## src/rtl/pwr_pkg.sv

```systemverilog
// Package: shared encodings for the low-power mode controller.
// Assumes an 8-bit SFR data path; the bit positions are the ones software uses.
package pwr_pkg;
    localparam int SFR_W    = 8;
    localparam int BIT_IDL  = 0;
    localparam int BIT_PD   = 1;
    localparam int BIT_GF0  = 2;
    localparam int BIT_GF1  = 3;
    localparam int BIT_SMOD = 7;
    // Bits that are backed by storage; the rest read as zero.
    localparam logic [SFR_W-1:0] IMPL_MASK = 8'h8F;

    typedef enum logic [1:0] {
        MODE_RUN  = 2'b00,
        MODE_IDLE = 2'b01,
        MODE_PD   = 2'b10
    } pwr_mode_e;
endpackage

```

## src/rtl/pwr_reg.sv

```systemverilog
// Module: pwr_reg
// Holds the power control byte. A write replaces the implemented bits. A wake
// request clears the two mode bits and takes priority over a write to them.
// Assumes clk is free-running, so a wake is seen even while the gated clocks are off.
module pwr_reg
    import pwr_pkg::*;
(
    input  logic             clk,
    input  logic             rst_n,
    input  logic             wr_en,
    input  logic [SFR_W-1:0] wdata,
    input  logic             wake,
    output logic [SFR_W-1:0] q
);
    logic [SFR_W-1:0] nxt;

    // Next value: the write image with the reserved bits masked, then the wake clears the mode bits.
    always_comb begin
        nxt = wr_en ? (wdata & IMPL_MASK) : q;
        if (wake) begin
            nxt[BIT_PD]  = 1'b0;
            nxt[BIT_IDL] = 1'b0;
        end
    end

    // Register update with synchronous active-low reset.
    always_ff @(posedge clk) begin
        if (!rst_n) q <= '0;
        else        q <= nxt;
    end
endmodule

```

## src/rtl/pwr_gate.sv

```systemverilog
// Module: pwr_gate
// Decodes the stored mode bits into the mode code and the clock and oscillator
// controls. Power-down has precedence over idle. Purely combinational.
module pwr_gate
    import pwr_pkg::*;
(
    input  logic       pd,
    input  logic       idl,
    output logic [1:0] mode,
    output logic       cpu_en,
    output logic       per_en,
    output logic       osc_off
);
    // Choose the mode by priority, then derive the enables from it.
    always_comb begin
        if (pd)       mode = MODE_PD;
        else if (idl) mode = MODE_IDLE;
        else          mode = MODE_RUN;
        cpu_en  = (mode == MODE_RUN);
        per_en  = (mode != MODE_PD);
        osc_off = (mode == MODE_PD);
    end
endmodule

```

## src/rtl/pwr_mode_ctrl.sv

```systemverilog
// Module: pwr_mode_ctrl (top)
// Power control SFR with clock-gating outputs. Decodes the SFR bus at REG_ADDR
// and accepts byte access only. Stores the register and drives the enables.
// Assumes a single-cycle SFR bus whose read data is combinational.
module pwr_mode_ctrl
    import pwr_pkg::*;
#(
    parameter int                ADDR_W   = 8,
    parameter logic [ADDR_W-1:0] REG_ADDR = 8'h87
) (
    input  logic              clk,
    input  logic              rst_n,
    input  logic [ADDR_W-1:0] sfr_addr,
    input  logic              sfr_wr,
    input  logic              sfr_rd,
    input  logic              sfr_bit,
    input  logic [SFR_W-1:0]  sfr_wdata,
    output logic [SFR_W-1:0]  sfr_rdata,
    input  logic              irq_wake,
    output logic              cpu_clk_en,
    output logic              per_clk_en,
    output logic              osc_stop,
    output logic              baud_dbl,
    output logic [1:0]        mode
);
    logic             sel;
    logic [SFR_W-1:0] reg_q;

    // Byte-access select at the register address.
    always_comb sel = (sfr_addr == REG_ADDR) && !sfr_bit;

    pwr_reg u_reg (
        .clk   (clk),
        .rst_n (rst_n),
        .wr_en (sel && sfr_wr),
        .wdata (sfr_wdata),
        .wake  (irq_wake),
        .q     (reg_q)
    );

    pwr_gate u_gate (
        .pd      (reg_q[BIT_PD]),
        .idl     (reg_q[BIT_IDL]),
        .mode    (mode),
        .cpu_en  (cpu_clk_en),
        .per_en  (per_clk_en),
        .osc_off (osc_stop)
    );

    // Read mux: the register image when selected, zero otherwise.
    always_comb sfr_rdata = (sel && sfr_rd) ? reg_q : '0;

    // The baud flag is only exported.
    always_comb baud_dbl = reg_q[BIT_SMOD];
endmodule

```

## config.mk

```make
export PLATFORM = sky130hd
export DESIGN_NAME = pwr_mode_ctrl
export DESIGN_NICKNAME = d
export VERILOG_FILES = /design/src/rtl/pwr_pkg.sv /design/src/rtl/pwr_reg.sv /design/src/rtl/pwr_gate.sv /design/src/rtl/pwr_mode_ctrl.sv
export SDC_FILE = /design/constraint.sdc
export NUM_CORES = 1
export LEC_CHECK = 0
export BUFFER_PORTS_ARGS = -buffer_cell sky130_fd_sc_hd__buf_2
export CORE_AREA = 3 3 40 42
export DETAILED_ROUTE_END_ITERATION = 8
export DIE_AREA = 0 0 43 45
export GPL_ROUTABILITY_DRIVEN = 0
export PLACE_DENSITY = 0.71
export SKIP_LAST_GASP = 1
export SYNTH_ARGS = -nofsm -noshare
export SYNTH_HDL_FRONTEND = slang
export SYNTH_SLANG_ARGS = --single-unit
```

## constraint.sdc

```tcl
create_clock -name clk -period 1.45 [get_ports clk]
set_input_delay 0.145 -clock clk [delete_from_list [all_inputs] [get_ports clk]]
set_output_delay 0.145 -clock clk [all_outputs]
set_load 0.01 [all_outputs]
```

==> results.md, run 1 <==
- Synth Instances: 41
- WL final: 841 um
- Largest reg by FF count: u_reg.q
- Period Utilization, post-route: 0.981
- Seq/Total Area, Yosys: 0.287
- DRC Markers: 0
- Register-to-Register Path Depth: 2
- Worst-path fanout max: 4
- Top delay family on crit path: simple AND/OR/NAND/NOR gates
- Hold WC Path Type: in2reg
- H-Tree Depth: 1
- Setup TNS: 0 ns
- Largest regs: u_reg.q: 5 flops
- Drt wl/cell: 9.67 um
- Clock Latency Late Sink: 0.23 ns
- Vias in the first global route: 334
- Fin. max-slew vios: 0
- Largest register FFs: 5
- WP depth: 6
- Yosys warnings: 0
- Global-route wire length before repair: 1.26 mm
- Hold Path Cell Cnt: 3
- FILL cells: 137
- Residual overflow from global routing: 0
- Kind of critical path: in2out
- Antenna violations before repair: 0
- WP buf/inv: 3
- Port Buffers: 29
- DP Area: 498 um^2
- Synthesized area: 349 um^2
- Nets: 95
- Clock buffer depth: 2
- CP max-delay cell: or4b_4
- Worst Skew: 0 ns
- Minimum clock period: 1.42 ns
- Largest net degree at the start of global routing: 11
- Ant diodes: 0
- Worst Setup End Kind: output port
- Num CTS Buffers: 3
- CTS tree: done
- RR Startpoint: u_reg.q[1]$_SDFFE_PP0P_
- Clock Tree Root: clkbuf_4
- Max-cap violation count: 0
- VDD IR max: 0.316 mV
- First drt pass iteration count: 1
- PD cells: 612 nW/um^2
- Setup ws final: 0.0271 ns
- Outcome: finished clean
- DIE AREA: 1940 um^2
- Leading area contributor after synthesis: dfxtp_1
- Worst setup SP type: input pin
- Antenna Nets Post-Route: 0
- Critical path data arrival time: 1.28 ns
- RSZ-0062 raised after global routing: yes
- Hold Startpoint: sfr_wdata[3]
- Clock slew at reported path FFs: 0.04 ns
- LEAKAGE: 0.278 nW
- Most frequent CP cell: buf_6
- Gr usage total: 0.0882
- Post-synth EDFFs: 0
- Initial Util: 0.272
- Synth unique cells: 18
- Post-route cell area: 558 um^2
- Placed cell count: 83
- Hpwl dp: 726 um
- Finish-stage setup viols: 0
- Die Y: 45 um
- Hold slack: 0.161 ns
- Worst Path Required: 1.31 ns
- Via count: 381
- Area growth syn-to-layout: 59.9%
- Clock Sink Count: 5
- Io pins: 36
- Main synth FF type: dfxtp_1
- First-iteration detailed-routing DRC count: 0
- Tot Pwr: 0.342 mW
- Avg Cell Area, Syn: 8.51 um^2
- Fin. Hold Viols: 0
- Final core utilization: 0.434
- Post-CTS Setup Bufs: 0
- Post-synth top area share: 0.287
- Fmax: 703 MHz
- Core ar.: 1280 um^2
- Die width: 43 um
- Flops & latches, synth: 5
- Crit path launch: sfr_addr[5]
- Ranking of synthesized cells by area: dfxtp_1 (29%), mux2i_1 (14%), buf_4 (8.6%)
- Via/cell ratio: 4.38
- # rows: 13
- Cells along the critical path: buf_6 -> or4b_4 -> nor3_4 -> buf_6 -> and2_1 -> buf_2
- Post-Layout Cell Count: 87
- Async SR Flop Fraction: 0
- Share of layout cells above drive strength 1: 0.542
- Placement Setup Slack: -0.0415 ns
- CP max stage delay: 0.55 ns
-- cell usage in the layout (no fill, tap or decap), drive strengths merged, types with 2 or more instances in the layout --
cell / count
and2: 4
buf: 31
clkbuf: 4
conb: 3
dfxtp: 5
mux2i: 5
nand2: 6
nand3b: 4
nor3: 2
or4b: 2
-- worst min-delay path: cells and delay by family --
| family | cells | cell delay (ns) |
|---|---|---|
| mux | 1 | 0.06 |
| simple gates | 1 | 0.05 |
| buf+inv | 1 | 0.09 |
-- cell families after synthesis --
| logic type | share of synthesized area |
|---|---|
| flip-flops | 0.287 |
| multiplexers | 0.143 |
| AND/OR/NAND/NOR | 0.441 |
| buffers and inverters | 0.118 |
| other | 0.0107 |
-- Yosys cell counts, types with 2 or more instances --
cell type and number:
and2_1 4, buf_4 4, clkbuf_1 2, dfxtp_1 5
mux2i_1 5, nand2_1 6, nand3b_1 4
-- power breakdown --
group | switching [mW] | total (mW) | internal [mW]
logic | 0.0216 | 0.0486 | 0.0270
clock network | 0.0511 | 0.155 | 0.104
registers | 0.0000381 | 0.138 | 0.138
-- area by class of cell --
type / instances / area, um^2 / area share
flip-flops and latches: 5 / 100 / 0.179
multi-input cells: 31 / 233 / 0.417
well taps: 15 / 18.8 / 0.0336
repair buffers: 31 / 176 / 0.316
inverters: 1 / 3.75 / 0.00673
clock buffers: 4 / 26.3 / 0.0471
-- metal layers --
metal / global-route usage / vias up / wire length (um)
met4: 0.0181 / 0 / 0
met2: 0.171 / 24 / 385
li1: - / 192 / -
met5: 0 / - / 0
met3: 0.0598 / 0 / 126
met1: 0.0745 / 165 / 329
-- final timing paths --
check	to	slack (ns)
worst max-delay path	sfr_rdata[2]	0.03
worst min-delay path	u_reg.q[3]$_SDFFE_PN0P_	0.16
worst max register to register	u_reg.q[1]$_SDFFE_PP0P_	0.78
worst min register to register	u_reg.q[2]$_SDFFE_PN0P_	0.46
-- what timing repair did --
| item | in CTS | in global routing |
|---|---|---|
| endpoints found under the hold margin | 0 | 0 |
| endpoints found under the setup margin | 4 | 5 |
| resized for setup | 2 | 5 |
| hold buffers | 0 | 0 |
| gates cloned | 0 | 0 |
Power figures use the tool's default switching activity.
==> inputs of run 2 (changes only) <==
--- a/config.mk
+++ b/config.mk
@@ -6,11 +6,13 @@
 export NUM_CORES = 1
 export LEC_CHECK = 0
 export BUFFER_PORTS_ARGS = -buffer_cell sky130_fd_sc_hd__buf_2
-export CORE_AREA = 3 3 40 42
+export CELL_PAD_IN_SITES_DETAIL_PLACEMENT = 0
+export CELL_PAD_IN_SITES_GLOBAL_PLACEMENT = 1
+export CORE_MARGIN = 3
+export CORE_UTILIZATION = 21
 export DETAILED_ROUTE_END_ITERATION = 8
-export DIE_AREA = 0 0 43 45
 export GPL_ROUTABILITY_DRIVEN = 0
-export PLACE_DENSITY = 0.71
+export PLACE_DENSITY = 0.83
 export SKIP_LAST_GASP = 1
 export SYNTH_ARGS = -nofsm -noshare
 export SYNTH_HDL_FRONTEND = slang
==> run 2 against run 1 <==
Sequential share of layout area grew 0.73 points. Combinational power shrank 4%. Non-clock buffer count shrank 1. Clock skew is the same. Largest cell class unchanged. Largest power group unchanged.
==> results.md, run 2 (synthesized netlist as in run 1, its figures left out) <==
- Sw Share: 0.209
- CP max-delay cell: or4b_4
- Tot Pwr: 0.339 mW
- Most common cell after layout, fill and taps aside: buf_2
- Kind of critical path: in2out
- Clock slew at reported path FFs: 0.04 ns
- Antenna Nets Post-Route: 0
- Minimum clock period: 1.40 ns
- Largest regs: u_reg.q: 5 flops
- VDD IR max: 0.191 mV
- Critical path data arrival time: 1.26 ns
- Fin. max-slew vios: 0
- Port Buffers: 29
- Clock Latency Late Sink: 0.23 ns
- Vias in the first global route: 310
- RSZ-0062 raised after global routing: yes
- Via/cell ratio: 4.33
- Die width: 46.8 um
- Core ar.: 1540 um^2
- Post-Layout Cell Count: 87
- Initial Util: 0.226
- WL final: 903 um
- Nets: 94
- Drt wl/cell: 10.4 um
- Period Utilization, post-route: 0.967
- CP max stage delay: 0.53 ns
- Worst Skew: 0 ns
- Global-route wire length before repair: 1.18 mm
- Post-CTS Setup Bufs: 0
- Max-cap violation count: 0
- CTS tree: done
- Residual overflow from global routing: 0
- Flop pwr share: 0.408
- Largest register FFs: 5
- DP Area: 492 um^2
- Clock Tree Root: clkbuf_4
- Largest reg by FF count: u_reg.q
- Gr usage total: 0.0811
- Finish-stage setup viols: 0
- Switching power: 0.0709 mW
- Via count: 377
- First drt pass iteration count: 1
- First-iteration detailed-routing DRC count: 0
- RR Startpoint: u_reg.q[1]$_SDFFE_PP0P_
- Hold Startpoint: sfr_wdata[7]
- Worst Path Required: 1.31 ns
- Combinational Power Share: 0.138
- PD cells: 624 nW/um^2
- Ant diodes: 0
- Final core utilization: 0.352
- Outcome: finished clean
- # rows: 14
- H-Tree Depth: 1
- Placed cell count: 83
- Worst Setup End Kind: output port
- DIE AREA: 2190 um^2
- DRC Markers: 0
- Clock power frac: 0.454
- Fmax: 713 MHz
- Int Power: 0.268 mW
- Antenna violations before repair: 0
- Die Y: 46.8 um
- Fin. Hold Viols: 0
- Hold WC Path Type: in2reg
- Post-route cell area: 543 um^2
- Largest net degree at the start of global routing: 11
- Num CTS Buffers: 3
- Clock Sink Count: 5
- Clock buffer depth: 2
- Worst setup SP type: input pin
- Crit path launch: sfr_addr[6]
- Io pins: 36
- Share of layout cells above drive strength 1: 0.549
- Hpwl dp: 702 um
- Area growth syn-to-layout: 55.6%
- Commonest cells after routing, fill and taps aside: buf_2 (27), nand2_1 (6), mux2i_1 (5)
- LEAKAGE: 0.263 nW
- Worst-path fanout max: 4
- Cells along the critical path: buf_6 -> or4b_4 -> nor3_2 -> buf_4 -> and2_1 -> buf_2
==> run 2: cell count changes in the layout (fill, tap and decap cells not counted) <==
cell     delta
dfxtp_2     +1
buf_6       -1
dfxtp_1     -1
nor3_4      -1
nor3_2      +1
==> run 2: metrics by stage <==
| step | hold slack, ns | worst slack (ns) | TNS, ns |
|---|---|---|---|
| after floorplan | 0.287 | 0.214 | 0 |
| after global placement | 0.398 | -0.0255 | -0.0986 |
| after detailed placement | 0.402 | -0.0140 | -0.0483 |
| after CTS | 0.161 | -0.00759 | -0.0216 |
| after global routing | 0.165 | -0.0141 | -0.0386 |
| final | 0.161 | 0.0476 | 0 |
==> run 2: metal layers <==
metal	GRT usage	part of all wire	up-vias
met4	0.0497	0	0
met5	0	0	-
met2	0.138	0.50	21
li1	-	-	191
met1	0.0694	0.36	165
met3	0.0536	0.14	0
==> run 2: final cells by class <==
type | count | area (um^2)
Clock buffer | 4 | 26.3
Fill cell | 173 | 998
Inverter | 1 | 3.75
Multi-Input combinational cell | 31 | 226
Sequential cell | 5 | 101
Tap cell | 16 | 20.0
Timing Repair Buffer | 30 | 165
==> run 2: critical path, delay by kind of cell <==
family,cells,cell delay [ns]
buffers and inverters,3,0.35
AND/OR/NAND/NOR,3,0.75
==> run 2: timing repair <==
| item | CTS | global route |
|---|---|---|
| gates resized for setup | 5 | 1 |
| endpoints found under the hold margin | 0 | 0 |
| hold buffers | 0 | 0 |
| endpoints found under the setup margin | 4 | 5 |
| pin swaps | 6 | 1 |
==> run 2: worst paths after layout <==
kind / cells past startpoint / slack [ns] / end
setup / recovery: 6 / 0.05 / sfr_rdata[3]
hold / removal: 3 / 0.16 / u_reg.q[7]$_SDFFE_PN0P_
setup reg to reg: 2 / 0.80 / u_reg.q[1]$_SDFFE_PP0P_
hold reg to reg: 2 / 0.45 / u_reg.q[2]$_SDFFE_PN0P_
==> run 2: power by group through the flow <==
stage	clock, mW	sequential (mW)	combinational, mW
detailed placement	0	0.141	0.0435
global route	0.170	0.138	0.0511
floorplan	0	0.141	0.0243
finish	0.154	0.138	0.0468
global placement	0	0.141	0.0428
CTS	0.159	0.138	0.0470
==> inputs of run 3 (changes only) <==
--- a/config.mk
+++ b/config.mk
@@ -13,6 +13,7 @@
 export DETAILED_ROUTE_END_ITERATION = 8
 export GPL_ROUTABILITY_DRIVEN = 0
 export PLACE_DENSITY = 0.83
+export SETUP_SLACK_MARGIN = 0.15
 export SKIP_LAST_GASP = 1
 export SYNTH_ARGS = -nofsm -noshare
 export SYNTH_HDL_FRONTEND = slang
==> run 3 against run 2 <==
Combinational power is 3% higher. Flip-flop and latch count did not move. Sequential power about the same. Design area increased by 6.0%. Routed wire length rose by 0.55%.
==> results.md, run 3 (synthesized netlist as in run 1, its figures left out) <==
- Vias in the first global route: 310
- Placement Setup Slack: -0.0140 ns
- Setup ws final: 0.0406 ns
- Drt wl/cell: 10.4 um
- Antenna Nets Post-Route: 0
- Share of layout cells above drive strength 1: 0.592
- Finish-stage setup viols: 0
- Global-route wire length before repair: 1.18 mm
- Largest net degree at the start of global routing: 11
- FF/Latch Area: 101 um^2
- H-Tree Depth: 1
- PD cells: 591 nW/um^2
- Initial Util: 0.226
- Setup TNS: 0 ns
- DP Area: 492 um^2
- FILL cells: 167
- Most common cell after layout, fill and taps aside: buf_2
- Register-to-Register Path Depth: 2
- RR Startpoint: u_reg.q[1]$_SDFFE_PP0P_
- Hold Path Cell Cnt: 3
- Met3 routed WL: 115 um
- Largest reg by FF count: u_reg.q
- Crit path launch: sfr_addr[5]
- Num CTS Buffers: 3
- Via count: 381
- Clock slew at reported path FFs: 0.04 ns
- First drt pass iteration count: 1
- Hpwl dp: 702 um
- Gr usage total: 0.0811
- Max-cap violation count: 0
- DR top layer: met3
- Critical path data arrival time: 1.26 ns
- Metal2 WL: 459 um
- Fin. max-slew vios: 0
- Largest regs: u_reg.q: 5 flops
- Worst Skew: 0 ns
- Post-Layout Cell Count: 87
- Via/cell ratio: 4.38
- Hold WC Path Type: in2reg
- CTS tree: done
- Die width: 46.8 um
- Clock buffer depth: 2
- Period Utilization, post-route: 0.972
- Worst-path fanout max: 4
- Antenna violations before repair: 0
- WL final: 908 um
- DRC Markers: 0
- Port Buffers: 29
- RSZ-0062 raised after global routing: yes
- Clock Latency Late Sink: 0.23 ns
- Fin. Hold Viols: 0
- Commonest cells after routing, fill and taps aside: buf_2 (23), nand2_1 (6), buf_6 (6)
- Clock Sink Count: 5
- LEAKAGE: 0.271 nW
- Post-route cell area: 576 um^2
- Hold Startpoint: sfr_wdata[7]
- Placed cell count: 83
- Worst Setup End Kind: output port
- Minimum clock period: 1.41 ns
- Fmax: 710 MHz
- # rows: 14
- Area growth syn-to-layout: 64.9%
- Largest register FFs: 5
- Post-CTS Setup Bufs: 0
- Nets: 94
- Outcome: finished clean
- Ant diodes: 0
- First-iteration detailed-routing DRC count: 0
- Io pins: 36
- M1 wire length: 333 um
- Kind of critical path: in2out
- Die Y: 46.8 um
- Worst setup SP type: input pin
- VDD IR max: 0.191 mV
- Worst Path Required: 1.31 ns
- Clock Tree Root: clkbuf_4
- DIE AREA: 2190 um^2
- Residual overflow from global routing: 0
- Multi-input combinational cell area: 234 um^2
- Core ar.: 1540 um^2
## run 3: cell counts in the layout (fill, tap and decap cells not counted)
Identical to the previous run, type by type.
## run 3: where the power goes
part	leakage [nW]	switching [mW]	internal (mW)
logic	0.215	0.0206	0.0278
clock network	0.0150	0.0503	0.104
registers	0.0408	0.0000470	0.138
total	0.271	0.0709	0.269
## run 3: worst max-delay path: stages
cell	delay [ns]
buf_6	0.09
or4b_4	0.54
nor3_2	0.12
buf_4	0.15
and2_4	0.13
buf_6	0.09
## run 3: final timing paths
kind / end / slack [ns]
setup reg to reg: u_reg.q[1]$_SDFFE_PP0P_ / 0.80
setup / recovery: sfr_rdata[2] / 0.04
hold / removal: u_reg.q[7]$_SDFFE_PN0P_ / 0.16
hold reg to reg: u_reg.q[2]$_SDFFE_PN0P_ / 0.46
## run 3: layout make-up
type | instances | share of cell area
sequential | 5 | 0.176
tap | 16 | 0.0348
clock buffer | 4 | 0.0457
inverter | 1 | 0.00652
timing repair buffer | 30 | 0.330
multi-input combinational | 31 | 0.407
## run 3: what timing repair did
action | 4_1_cts | 5_1_grt
endpoints found under the setup margin | 4 | 5
hold endpoints to repair | 0 | 0
hold buffers | 0 | 0
pin swaps | 6 | 2
gates resized for setup | 5 | 8
## run 3: layer usage
layer / vias to the layer above / track usage
met5: - / 0
met3: 0 / 0.0536
met2: 21 / 0.138
li1: 191 / -
met4: 0 / 0.0497
met1: 169 / 0.0694
## run 3: per-stage QoR
step           power (mW)  hold WS, ns  utilization
2_1_floorplan       0.165        0.287            -
3_3_place_gp        0.183        0.398        0.319
3_5_place_dp        0.184        0.402        0.319
4_1_cts             0.344        0.161        0.351
5_1_grt             0.361        0.165        0.373
6_report            0.340        0.161        0.373
